$ cat config.mk
export PLATFORM = sky130hd
export DESIGN_NAME = row_refresh_sched
export DESIGN_NICKNAME = d
export VERILOG_FILES = /design/src/rtl/refresh_pkg.sv /design/src/rtl/refresh_timer.sv /design/src/rtl/refresh_pending.sv /design/src/rtl/row_refresh_sched.sv
export SDC_FILE = /design/constraint.sdc
export NUM_CORES = 1
export LEC_CHECK = 0
export BUFFER_PORTS_ARGS = -buffer_cell sky130_fd_sc_hd__buf_4
export CAP_MARGIN = 5
export CORE_MARGIN = 3
export CORE_UTILIZATION = 60
export DETAILED_ROUTE_END_ITERATION = 16
export PLACE_DENSITY = 0.87
export SETUP_SLACK_MARGIN = 0.05
export SLEW_MARGIN = 20
export SYNTH_ARGS = -nofsm -noshare
export SYNTH_HDL_FRONTEND = slang
export SYNTH_HIERARCHICAL = 1
export SYNTH_SLANG_ARGS = --single-unit
$ cat constraint.sdc
create_clock -name clk -period 4.4 [get_ports clk]
set_input_delay 0.44 -clock clk [delete_from_list [all_inputs] [get_ports clk]]
set_output_delay 0.44 -clock clk [all_outputs]
set_load 0.01 [all_outputs]
$ cat src/rtl/refresh_pkg.sv
package refresh_pkg;
  typedef enum logic {
    POLICY_SPREAD = 1'b0,
    POLICY_BURST  = 1'b1
  } refresh_policy_e;
endpackage

$ cat src/rtl/refresh_timer.sv
// Slot and window tick generator for the refresh scheduler.
module refresh_timer #(
  parameter int SLOT_CYC = 31,
  parameter int ROWS     = 8
) (
  input  logic clk,
  input  logic rst,
  output logic slot_tick,
  output logic win_tick
);
  localparam int CW = (SLOT_CYC > 1) ? $clog2(SLOT_CYC) : 1;
  localparam int SW = (ROWS > 1) ? $clog2(ROWS) : 1;

  logic [CW-1:0] cyc_q;
  logic [SW-1:0] slot_q;

  assign slot_tick = (cyc_q == CW'(SLOT_CYC - 1));
  assign win_tick  = slot_tick && (slot_q == SW'(ROWS - 1));

  always_ff @(posedge clk) begin
    if (rst) begin
      cyc_q  <= '0;
      slot_q <= '0;
    end else if (slot_tick) begin
      cyc_q  <= '0;
      slot_q <= (slot_q == SW'(ROWS - 1)) ? '0 : slot_q + 1'b1;
    end else begin
      cyc_q <= cyc_q + 1'b1;
    end
  end

  // a slot end is a single-cycle pulse
  assert_slot_pulse_R2: assert property (@(posedge clk) disable iff (rst)
    slot_tick |=> !slot_tick);
  // a window boundary always falls on a slot end
  assert_window_on_slot_R6: assert property (@(posedge clk) disable iff (rst)
    win_tick |-> slot_tick);
endmodule

$ cat src/rtl/refresh_pending.sv
// Tracks owed spread refreshes, the burst pass and the active policy.
module refresh_pending
  import refresh_pkg::*;
#(
  parameter int ROWS    = 8,
  parameter int OWE_MAX = 8
) (
  input  logic clk,
  input  logic rst,
  input  logic mode_sel,
  input  logic slot_tick,
  input  logic win_tick,
  input  logic done,
  output logic pending,
  output logic busy
);
  localparam int OW = $clog2(OWE_MAX + 1);
  localparam int BW = $clog2(ROWS + 1);

  refresh_policy_e policy_q, policy_n;
  logic [OW-1:0]   owed_q, owed_n;
  logic [BW-1:0]   left_q, left_n;
  logic            spread, enter_burst, inc, dec;

  assign spread      = (policy_q == POLICY_SPREAD);
  assign inc         = slot_tick && spread;
  assign dec         = done && spread;

  always_comb begin
    policy_n = policy_q;
    if (win_tick && (left_q == '0))
      policy_n = mode_sel ? POLICY_BURST : POLICY_SPREAD;
  end

  assign enter_burst = win_tick && (policy_n == POLICY_BURST);

  always_comb begin
    owed_n = owed_q;
    if (enter_burst)
      owed_n = '0;
    else if (inc && !dec)
      owed_n = (owed_q == OW'(OWE_MAX)) ? owed_q : owed_q + 1'b1;
    else if (dec && !inc)
      owed_n = owed_q - 1'b1;
  end

  always_comb begin
    left_n = left_q;
    if (enter_burst)
      left_n = BW'(ROWS);
    else if (done && !spread)
      left_n = left_q - 1'b1;
  end

  always_ff @(posedge clk) begin
    if (rst) begin
      policy_q <= POLICY_SPREAD;
      owed_q   <= '0;
      left_q   <= '0;
    end else begin
      policy_q <= policy_n;
      owed_q   <= owed_n;
      left_q   <= left_n;
    end
  end

  assign pending = spread ? (owed_q != '0) : (left_q != '0);
  assign busy    = (left_q != '0);

  // the owed count never exceeds its depth
  assert_no_overflow_R5: assert property (@(posedge clk) disable iff (rst)
    owed_q <= OW'(OWE_MAX));
  // a pass only runs under the burst policy
  assert_busy_in_burst_R6: assert property (@(posedge clk) disable iff (rst)
    busy |-> (policy_q == POLICY_BURST));
  // policy holds between window boundaries
  assert_policy_stable_R7: assert property (@(posedge clk) disable iff (rst)
    !win_tick |=> $stable(policy_q));
  // an unfinished pass at a boundary restarts in burst mode
  assert_burst_restart_R8: assert property (@(posedge clk) disable iff (rst)
    (win_tick && busy) |=> (policy_q == POLICY_BURST) && (left_q == BW'(ROWS)));
endmodule

$ cat src/rtl/row_refresh_sched.sv
// Top: periodic row refresh request generator with spread and burst policies.
module row_refresh_sched #(
  parameter int ROWS         = 8192,
  parameter int CLK_MHZ      = 250,
  parameter int RETENTION_US = 64000,
  parameter int OWE_MAX      = 8
) (
  input  logic                    clk,
  input  logic                    rst,
  input  logic                    mode_sel,
  input  logic                    req_ready,
  output logic                    req_valid,
  output logic [$clog2(ROWS)-1:0] req_row,
  output logic                    busy
);
  localparam int RW       = $clog2(ROWS);
  localparam int SLOT_CYC = (CLK_MHZ * RETENTION_US) / ROWS;

  logic slot_tick, win_tick, done;
  logic [RW-1:0] row_q;

  refresh_timer #(.SLOT_CYC(SLOT_CYC), .ROWS(ROWS)) u_timer (
    .clk      (clk),
    .rst      (rst),
    .slot_tick(slot_tick),
    .win_tick (win_tick)
  );

  refresh_pending #(.ROWS(ROWS), .OWE_MAX(OWE_MAX)) u_pend (
    .clk      (clk),
    .rst      (rst),
    .mode_sel (mode_sel),
    .slot_tick(slot_tick),
    .win_tick (win_tick),
    .done     (done),
    .pending  (req_valid),
    .busy     (busy)
  );

  assign done = req_valid && req_ready;

  always_ff @(posedge clk) begin
    if (rst)
      row_q <= '0;
    else if (done)
      row_q <= (row_q == RW'(ROWS - 1)) ? '0 : row_q + 1'b1;
  end

  assign req_row = row_q;

  // a waiting request holds its valid and its row
  assert_hold_request_R3: assert property (@(posedge clk) disable iff (rst)
    (req_valid && !req_ready) |=> req_valid && $stable(req_row));
  // each completed refresh steps the row by one with wrap
  assert_row_step_R4: assert property (@(posedge clk) disable iff (rst)
    done |=> (req_row == (($past(req_row) == RW'(ROWS - 1)) ? '0 : $past(req_row) + 1'b1)));
endmodule

==> impl_metrics.py, run 1 <==
metrics = {
    "floorplanning": {
        "start_util_pct": 64.1,
        "io_pins": 19,
        "core_um2": 4500,
        "die-height_um": 75.4,
        "die-area_um2": 5680,
        "chipWidth_um": 75.4,
        "placementRows": 24,
    },
    "detailed_routing": {
        "vias_per_cell": 5.80,
        "wl_per_cell_um": 13.4,
        "drc": 0,
        "drt_first_pass_iters": 4,
        "vias": 2214,
        "wl_um": 5120,
        "final_antenna_net_count": 0,
        "drt_iter0_drc": 102,
    },
    "power": {
        "power_per_cell_area_nw_per_um2": 361,
        "power_frac_seq_pct": 50.0,
        "clkPwrFrac_pct": 25.3,
        "p_int_uw": 789,
        "ir_drop_v": 0.000271,
        "cellLeakagePower_nw": 1.13,
        "comb_power_share_pct": 24.7,
        "power.switching_uw": 342,
        "swShare_pct": 30.2,
    },
    "critical_path": {
        "cp.required_ns": 4.63,
        "slowest_stage": "or3b_2",
        "cp-end-kind": "register",
        "path_cells": "nor4_4 > and4_4 > a22oi_1 > and2_1 > or3b_2 > ha_1 > a21o_1 > a21oi_1 > mux2_2 > a221oi_2",
        "critPathTopFamily": "simple AND/OR/NAND/NOR gates",
        "crit_arrival_ns": 3.73,
        "worstPathMaxFanout": 13,
        "path_buf_inv": 0,
        "cp-start-kind": "register",
        "cpPeakStageDelay_ns": 0.57,
        "critical_path_class": "reg2reg",
    },
    "sta": {
        "relSlewSlack_pct": 52.6,
        "hold_violations": 0,
        "rsz0062_at_grt": "false",
        "period_share_pct": 79.4,
        "clock.fmax_mhz": 286,
        "skew_ns": 0.00638,
        "setup_viol": 0,
        "period_minus_slack_ns": 3.50,
        "setup_tns_ns": 0,
        "maxSlewViolCount": 0,
        "worst-slew-pin-transition_ns": 0.711,
    },
    "grt": {
        "grt_usage_pct": 19.4,
        "grt_pass1_wl_um": 8750,
        "grt_overflow": 0,
        "antenna_found_initial": 0,
        "grt_max_degree": 17,
        "grt_pass1_vias": 2087,
    },
    "synth": {
        "synth_ff_type": "dfxtp_1",
        "synth_edf_count": 0,
        "syn_nets": 326,
        "avgSynthCellArea_um2": 9.22,
        "ys_async_sr_fraction_pct": 0,
        "syn_inst": 313,
        "ys_ff_latch": 56,
        "netlist_area_um2": 2890,
        "ys_warn_count": 6,
        "ys_seq_area_share_pct": 38.8,
        "yosysUniqueCellTypes": 58,
    },
    "placed_design": {
        "gp_congestion": 0.860,
        "placed_cell_area_um2": 3040,
        "io_buffers": 18,
        "dp_hpwl_um": 3810,
    },
    "finish": {
        "drive_above_1_share_pct": 17.3,
        "final_common_cell": "dfxtp_1",
        "n_antenna_cell": 0,
        "fill_cells": 325,
        "final_cell_mix": "dfxtp_1 (56), nor2_1 (36), nand2_1 (20)",
        "nets": 342,
        "syn2layout_area_growth_pct": 8.45,
        "postLayoutCellArea_um2": 3130,
    },
    "flow_run": {
        "maxCapViolCount": 0,
    },
    "clocking": {
        "clk_pin_slew_worst_paths_ns": 0.10,
        "cts_resized": 0,
        "clock_latency_ns": 0.31,
        "hold_buffers": 0,
        "cts-root-buf": "clkbuf_8",
        "clk_path_buf_depth": 2,
        "cts_buffers": 5,
        "cts.sinks": 56,
        "htree_levels": 2,
        "tritoncts": "yes",
        "cts_setup_buffers": 0,
    },
    "outcome": {
        "status": "completed",
    },
    "min_path": {
        "hold_path.class": "in2reg",
    },
}
==> cell type report <==
cell class | instances | area (µm²) | share of cell area, %
Clock inverter | 2 | 10.0 | 0.320
Clock buffer | 6 | 82.6 | 2.64
Timing Repair Buffer | 19 | 155 | 4.96
Multi-Input combinational cell | 234 | 1650 | 52.6
Sequential cell | 56 | 1120 | 35.8
Tap cell | 52 | 65.1 | 2.08
Inverter | 13 | 48.8 | 1.56
==> routing by layer <==
metal | global-route usage [%] | part of all wire (%) | up-vias
li1 | - | - | 1139
met1 | 23.7 | 45 | 1036
met2 | 33.3 | 50 | 32
met3 | 4.88 | 3.9 | 7
met4 | 6.60 | 1.3 | 0
met5 | 0 | 0 | -
==> per-stage QoR <==
step / hold WS (ns) / setup WS, ns / total power, mW / utilization [%] / cells
finish: 0.393 / 0.904 / 1.13 / 69.5 / 382
global route: 0.398 / 0.692 / 1.20 / 69.5 / 382
CTS: 0.381 / 0.913 / 1.15 / 69.5 / 382
detailed placement: 0.462 / 0.941 / 0.858 / 67.4 / 374
global placement: 0.456 / 1.04 / 0.847 / 67.4 / 374
floorplan: 0.441 / 0.960 / 0.796 / - / 313
==> cell families after synthesis <==
kind of cell | share of synthesized area [%]
and+or+nand+nor | 31.0
DFF | 38.8
AOI/OAI and AO/OA | 9.49
xor gates and xnor gates | 10.6
buffers and inverters | 4.07
adders and majority gates | 4.16
muxes | 1.82
==> final timing paths <==
kind	startpoint	to	slack (ns)	depth (start not counted)
max	u_pend/left_q[4]$_SDFFE_PP0P_	u_pend/owed_q[3]$_SDFFE_PP0P_	0.90	10
min	rst	u_timer/slot_q[10]$_SDFFE_PP0P_	0.39	2
max reg2reg	u_pend/left_q[4]$_SDFFE_PP0P_	u_pend/owed_q[3]$_SDFFE_PP0P_	0.90	10
min reg2reg	u_timer/slot_q[1]$_SDFFE_PP0P_	u_timer/slot_q[1]$_SDFFE_PP0P_	0.48	2
==> Yosys cell counts (2+ instances only) <==
cell type / n / area (µm²)
dfxtp_1: 56 / 1120
nor2_1: 36 / 135
nand2_1: 20 / 75.1
xor2_1: 19 / 166
a21oi_1: 16 / 80.1
nand3_1: 16 / 80.1
xnor2_1: 16 / 140
inv_1: 11 / 41.3
nand4_1: 10 / 62.6
nor2_4: 10 / 113
ha_1: 8 / 100
or3_1: 7 / 43.8
and4_1: 6 / 52.6
nor3_1: 6 / 30.0
o21ai_0: 6 / 30.0
and3_1: 5 / 31.3
o31ai_1: 5 / 37.5
and2_1: 4 / 25.0
or4_1: 4 / 30.0
buf_2: 3 / 15.0
mux2i_1: 3 / 30.0
nor4_1: 3 / 18.8
buf_1: 2 / 7.51
clkbuf_1: 2 / 7.51
inv_2: 2 / 7.51
nand4_2: 2 / 25.0
nor4_4: 2 / 42.5
o21ai_1: 2 / 10.0
or3b_2: 2 / 17.5
==> registers in the layout, indices dropped and copies added, names as in the netlist <==
name and cells:
u_pend/owed_q 4, u_pend/left_q 14, u_pend/policy_q 1, req_row 13
u_timer/slot_q 13, u_timer/cyc_q 11
==> power groups by stage <==
stage	Combinational [mW]	Sequential [mW]	Clock (mW)
floorplan	0.222	0.573	0
global placement	0.271	0.576	0
detailed placement	0.279	0.579	0
CTS	0.281	0.567	0.298
global route	0.319	0.571	0.312
finish	0.280	0.566	0.286
Power figures use the tool's default switching activity.
==> run 2: changes to the inputs <==
- clock period: 4.4 -> 3.35 ns (I/O delays scaled with it)
==> impl_metrics.py, run 2 (synthesis results as in run 1) <==
metrics = {
    "grt": {
        "grt_pass1_vias": 2258,
        "grt_usage_pct": 22.6,
        "antenna_found_initial": 0,
        "grt_overflow": 0,
        "grt_max_degree": 17,
        "grt_pass1_wl_um": 10000,
    },
    "power": {
        "cellLeakagePower_nw": 1.15,
        "p_total_mw": 1.58,
        "clkPwrFrac_pct": 27.7,
        "power_frac_seq_pct": 47.2,
        "comb_power_share_pct": 25.1,
        "ir_drop_v": 0.000386,
        "swShare_pct": 30.0,
        "p_int_mw": 1.11,
        "power.switching_uw": 474,
        "power_per_cell_area_nw_per_um2": 497,
    },
    "clocking": {
        "clk_path_buf_depth": 2,
        "htree_levels": 2,
        "clk_pin_slew_worst_paths_ns": 0.10,
        "clock_latency_ns": 0.31,
        "cts.sinks": 56,
        "cts-root-buf": "clkbuf_8",
        "cts_buffers": 5,
        "tritoncts": "yes",
    },
    "sta": {
        "rsz0062_at_grt": "false",
        "setup_tns_ns": 0,
        "period_share_pct": 92.9,
        "setup_viol": 0,
        "worst_slack_ns": 0.239,
        "worst-slew-pin-transition_ns": 0.629,
        "clock.fmax_mhz": 321,
        "maxSlewViolCount": 0,
        "skew_ns": 0.00602,
        "relSlewSlack_pct": 57.7,
        "period_minus_slack_ns": 3.11,
        "hold_ws_ns": 0.299,
        "hold_violations": 0,
    },
    "critical_path": {
        "cp-start-kind": "register",
        "critPathTopFamily": "simple AND/OR/NAND/NOR gates",
        "crit_arrival_ns": 3.34,
        "cpPeakStageDelay_ns": 0.41,
        "cp-end-kind": "register",
        "r2r_slack_ns": 0.24,
        "path_cells": "nor4_4 > and4_4 > a22oi_1 > and2_1 > or3b_4 > ha_1 > a21o_1 > a21oi_2 > mux2_2 > a221oi_2",
        "critical_path_class": "reg2reg",
        "cp.required_ns": 3.58,
        "path_buf_inv": 0,
        "slowest_stage": "or3b_4",
        "worstPathMaxFanout": 6,
    },
    "finish": {
        "final_common_cell": "dfxtp_1",
        "postLayoutCellArea_um2": 3180,
        "largest_reg_flops": 14,
        "drive_above_1_share_pct": 18.8,
        "nets": 347,
        "regMostFlops": "u_pend/left_q",
        "n_antenna_cell": 0,
        "syn2layout_area_growth_pct": 10.3,
        "final_cell_mix": "dfxtp_1 (56), nor2_1 (36), buf_4 (24)",
    },
    "outcome": {
        "status": "completed",
    },
    "min_path": {
        "hold_path.class": "in2reg",
    },
    "flow_run": {
        "maxCapViolCount": 0,
    },
    "placed_design": {
        "gp_congestion": 0.809,
        "post-place-ws_ns": 0.224,
        "dp_hpwl_um": 4130,
        "placed_cell_area_um2": 3050,
        "io_buffers": 18,
    },
    "detailed_routing": {
        "wl_um": 5810,
        "drc": 0,
        "vias_per_cell": 6.02,
        "drt_first_pass_iters": 4,
        "vias": 2331,
        "wl_per_cell_um": 15.0,
        "drt_iter0_drc": 139,
        "final_antenna_net_count": 0,
    },
    "floorplanning": {
        "start_util_pct": 64.1,
        "chipWidth_um": 75.4,
        "placementRows": 24,
        "die-area_um2": 5680,
        "core_um2": 4500,
        "io_pins": 19,
        "die-height_um": 75.4,
    },
}
==> run 2: worst register-to-register path: cells and delay by family, from the launching register on <==
family	cells	cell delay, ns
and+or+nand+nor	4	1.24
AOI/OAI and AO/OA	4	0.75
DFF	1	0.39
muxes	1	0.37
adders and majority gates	1	0.29
==> run 2: final timing paths <==
check	start	to	cells past startpoint
worst max-delay path	u_pend/left_q[4]$_SDFFE_PP0P_	u_pend/owed_q[3]$_SDFFE_PP0P_	10
worst min-delay path	rst	u_timer/slot_q[6]$_SDFFE_PP0P_	2
worst min register to register	u_timer/slot_q[5]$_SDFFE_PP0P_	u_timer/slot_q[5]$_SDFFE_PP0P_	2
worst max register to register	u_pend/left_q[4]$_SDFFE_PP0P_	u_pend/owed_q[3]$_SDFFE_PP0P_	10
==> run 2: layout make-up <==
cell class / instances / area [µm²]
Clock buffer: 6 / 72.6
Clock inverter: 2 / 35.0
Fill cell: 325 / 1320
Inverter: 13 / 48.8
Multi-Input combinational cell: 234 / 1660
Sequential cell: 56 / 1120
Tap cell: 52 / 65.1
Timing Repair Buffer: 24 / 180
==> run 2: repair_timing <==
action | in CTS | in global routing
resized for setup | 0 | 1
setup endpoints to repair | 0 | 1
buffers inserted | 0 | 2
hold buffers | 0 | 0
==> run 2: per-layer routing <==
metal / wire length, µm / vias to the layer above / GRT usage [%]
met4: 127 / 0 / 7.77
met1: 2480 / 1100 / 27.6
met2: 2910 / 69 / 39.5
met3: 286 / 18 / 4.88
li1: - / 1144 / -
met5: 0 / - / 0
==> run 2: power groups by stage <==
stage,sequential [mW],clock [mW],combinational [mW]
finish,0.746,0.438,0.397
global route,0.751,0.471,0.443
CTS,0.745,0.446,0.401
detailed placement,0.761,0,0.398
global placement,0.758,0,0.375
floorplan,0.753,0,0.302
==> run 2: through the flow <==
| step | utilization (%) | std cells |
|---|---|---|
| final | 70.7 | 387 |
| after global routing | 70.7 | 387 |
| after CTS | 70.2 | 385 |
| after detailed placement | 67.8 | 377 |
| after global placement | 67.8 | 377 |
| after floorplan | - | 313 |
==> run 3: changes to the inputs <==
- ABC_AREA: not set -> 1
==> impl_metrics.py, run 3 <==
metrics = {
    "outcome": {
        "status": "completed",
    },
    "floorplanning": {
        "placementRows": 25,
        "die-area_um2": 6070,
        "die-height_um": 77.9,
        "start_util_pct": 64.0,
        "io_pins": 19,
        "chipWidth_um": 77.9,
        "core_um2": 4850,
    },
    "grt": {
        "grt_pass1_wl_um": 10700,
        "grt_overflow": 0,
        "grt_usage_pct": 21.1,
        "grt_pass1_vias": 2655,
        "grt_max_degree": 18,
        "antenna_found_initial": 0,
    },
    "finish": {
        "fill_cells": 384,
        "n_antenna_cell": 0,
        "final_cell_mix": "nand2_1 (83), nor2_1 (77), inv_1 (58)",
        "syn2layout_area_growth_pct": 10.3,
        "final_common_cell": "nand2_1",
        "nets": 472,
        "drive_above_1_share_pct": 15.7,
        "largest_reg_flops": 14,
        "regArea_um2": 1120,
        "multiInputGateArea_um2": 1740,
        "regMostFlops": "u_pend/left_q",
    },
    "synth": {
        "ys_ff_latch": 56,
        "synth.most_common_cell": "nand2_1",
        "synth_edf_count": 0,
        "ys_warn_count": 6,
        "synth_ff_type": "dfxtp_1",
        "yosysUniqueCellTypes": 33,
        "syn_nets": 449,
        "syn_inst": 436,
        "ys_seq_area_share_pct": 36.1,
        "avgSynthCellArea_um2": 7.12,
        "synth_top_area_share_pct": 36.1,
        "yosys.area.top_type": "dfxtp_1",
        "ys_async_sr_fraction_pct": 0,
        "synth_area_leaders": "dfxtp_1 (36%), nand2_1 (10%), nor2_1 (9.3%)",
        "synth_common_cells": "nand2_1 (83), nor2_1 (77), inv_1 (58), dfxtp_1 (56), nand3_1 (31)",
        "netlist_area_um2": 3100,
    },
    "sta": {
        "setup_tns_ns": 0,
        "rsz0062_at_grt": "false",
        "period_share_pct": 82.8,
        "period_minus_slack_ns": 2.78,
        "worst_slack_ns": 0.575,
        "hold_violations": 0,
        "clock.fmax_mhz": 360,
        "maxSlewViolCount": 0,
        "skew_ns": 0.00789,
        "setup_viol": 0,
        "worst-slew-pin-transition_ns": 0.390,
        "relSlewSlack_pct": 74.0,
    },
    "detailed_routing": {
        "wl_per_cell_um": 11.2,
        "drt_iter0_drc": 153,
        "vias": 2677,
        "final_antenna_net_count": 0,
        "vias_per_cell": 5.08,
        "drt_first_pass_iters": 4,
        "wl_um": 5900,
        "drc": 0,
    },
    "clocking": {
        "clk_pin_slew_worst_paths_ns": 0.10,
        "clk_path_buf_depth": 2,
        "tritoncts": "yes",
        "clock_latency_ns": 0.31,
        "cts-root-buf": "clkbuf_8",
        "hold_buffers": 0,
        "htree_levels": 2,
        "cts.sinks": 56,
        "cts_buffers": 5,
    },
    "critical_path": {
        "cp.required_ns": 3.60,
        "cpPeakStageDelay_ns": 0.34,
        "critPathTopFamily": "simple AND/OR/NAND/NOR gates",
        "rr_worst_depth": 19,
        "slowest_stage": "ha_1",
        "cp_common_cell": "nand2_1",
        "cp-start-kind": "register",
        "cp-end-kind": "register",
        "path_buf_inv": 3,
        "cp.depth": 19,
        "crit_arrival_ns": 3.03,
        "path_cells": "inv_1 > ha_1 > nand2_1 > nor2_2 > nand2_1 > nor2_1 > a41oi_1 > nand2_2 > inv_2 > nor3_2 > inv_1 > ha_1 > a21oi_1 > nand2_1 > nand2_1 > nand3_1 > nand2_1 > nand2_1 > nor2_1",
        "critical_path_class": "reg2reg",
        "worstPathMaxFanout": 7,
    },
    "flow_run": {
        "maxCapViolCount": 0,
    },
    "placed_design": {
        "gp_congestion": 0.857,
        "dp_hpwl_um": 4440,
        "io_buffers": 18,
        "post-place-ws_ns": 0.501,
    },
    "min_path": {
        "hold_depth": 2,
        "hold_path.class": "in2reg",
    },
    "power": {
        "power_per_cell_area_nw_per_um2": 431,
        "ir_drop_v": 0.000239,
        "cellLeakagePower_nw": 1.39,
    },
}
run 3: through the flow:
stage	instance area (µm²)	total power, mW	hold WS (ns)	instances	util (%)
after floorplan	3100	0.970	0.402	436	-
after global placement	3310	1.04	0.441	519	68.2
after detailed placement	3310	1.05	0.452	519	68.2
after CTS	3420	1.49	0.325	527	70.5
after global routing	3420	1.56	0.332	527	70.6
final	3420	1.48	0.323	527	70.6
run 3: power by group:
group          internal, mW  switching, mW
Sequential            0.698         0.0409
Combinational         0.123          0.176
Clock                 0.221          0.218
run 3: area by class of cell:
cell class	count	share of cell area [%]
Clock buffer	5	2.01
Inverter	61	6.69
Sequential cell	56	32.7
Clock inverter	3	1.24
Timing Repair Buffer	18	3.95
Multi-Input combinational cell	317	50.9
Tap cell	67	2.45
run 3: metal layers:
layer  global-route usage (%)  up-vias  part of all wire [%]
li1                         -     1417                     -
met1                     24.4     1202                    46
met2                     37.5       52                    49
met3                     5.10        6                   4.4
met4                     8.04        0                  0.97
met5                        0        -                     0
run 3: cell families after synthesis:
family | count (synthesis) | synth area share (%)
AND/OR/NAND/NOR | 265 | 41.9
buffers and inverters | 63 | 7.90
flip-flops | 56 | 36.1
XOR/XNOR | 24 | 6.77
AO/OA/AOI/OAI | 18 | 3.14
adder cells (fa/ha/maj) | 9 | 3.87
multiplexers | 1 | 0.322
run 3: worst register-to-register path, delay by kind of cell, from the launching register on:
family | cells | cell delay (ns)
and+or+nand+nor | 12 | 1.28
AOI/OAI and AO/OA | 2 | 0.27
DFF | 1 | 0.31
buffers and inverters | 3 | 0.36
adders and majority gates | 2 | 0.51
run 3: final timing paths:
path	slack [ns]	start	end
setup / recovery	0.57	u_pend/left_q[0]$_SDFFE_PP0P_	u_pend/owed_q[3]$_SDFFE_PP0P_
setup reg to reg	0.57	u_pend/left_q[0]$_SDFFE_PP0P_	u_pend/owed_q[3]$_SDFFE_PP0P_
hold reg to reg	0.47	u_timer/cyc_q[0]$_SDFF_PP0_	u_timer/cyc_q[0]$_SDFF_PP0_
hold / removal	0.32	rst	u_pend/policy_q$_SDFF_PP0_
run 3: repair_timing:
action,CTS,global route
setup buffers,0,0
gates resized for setup,0,1
endpoints found under the setup margin,0,1
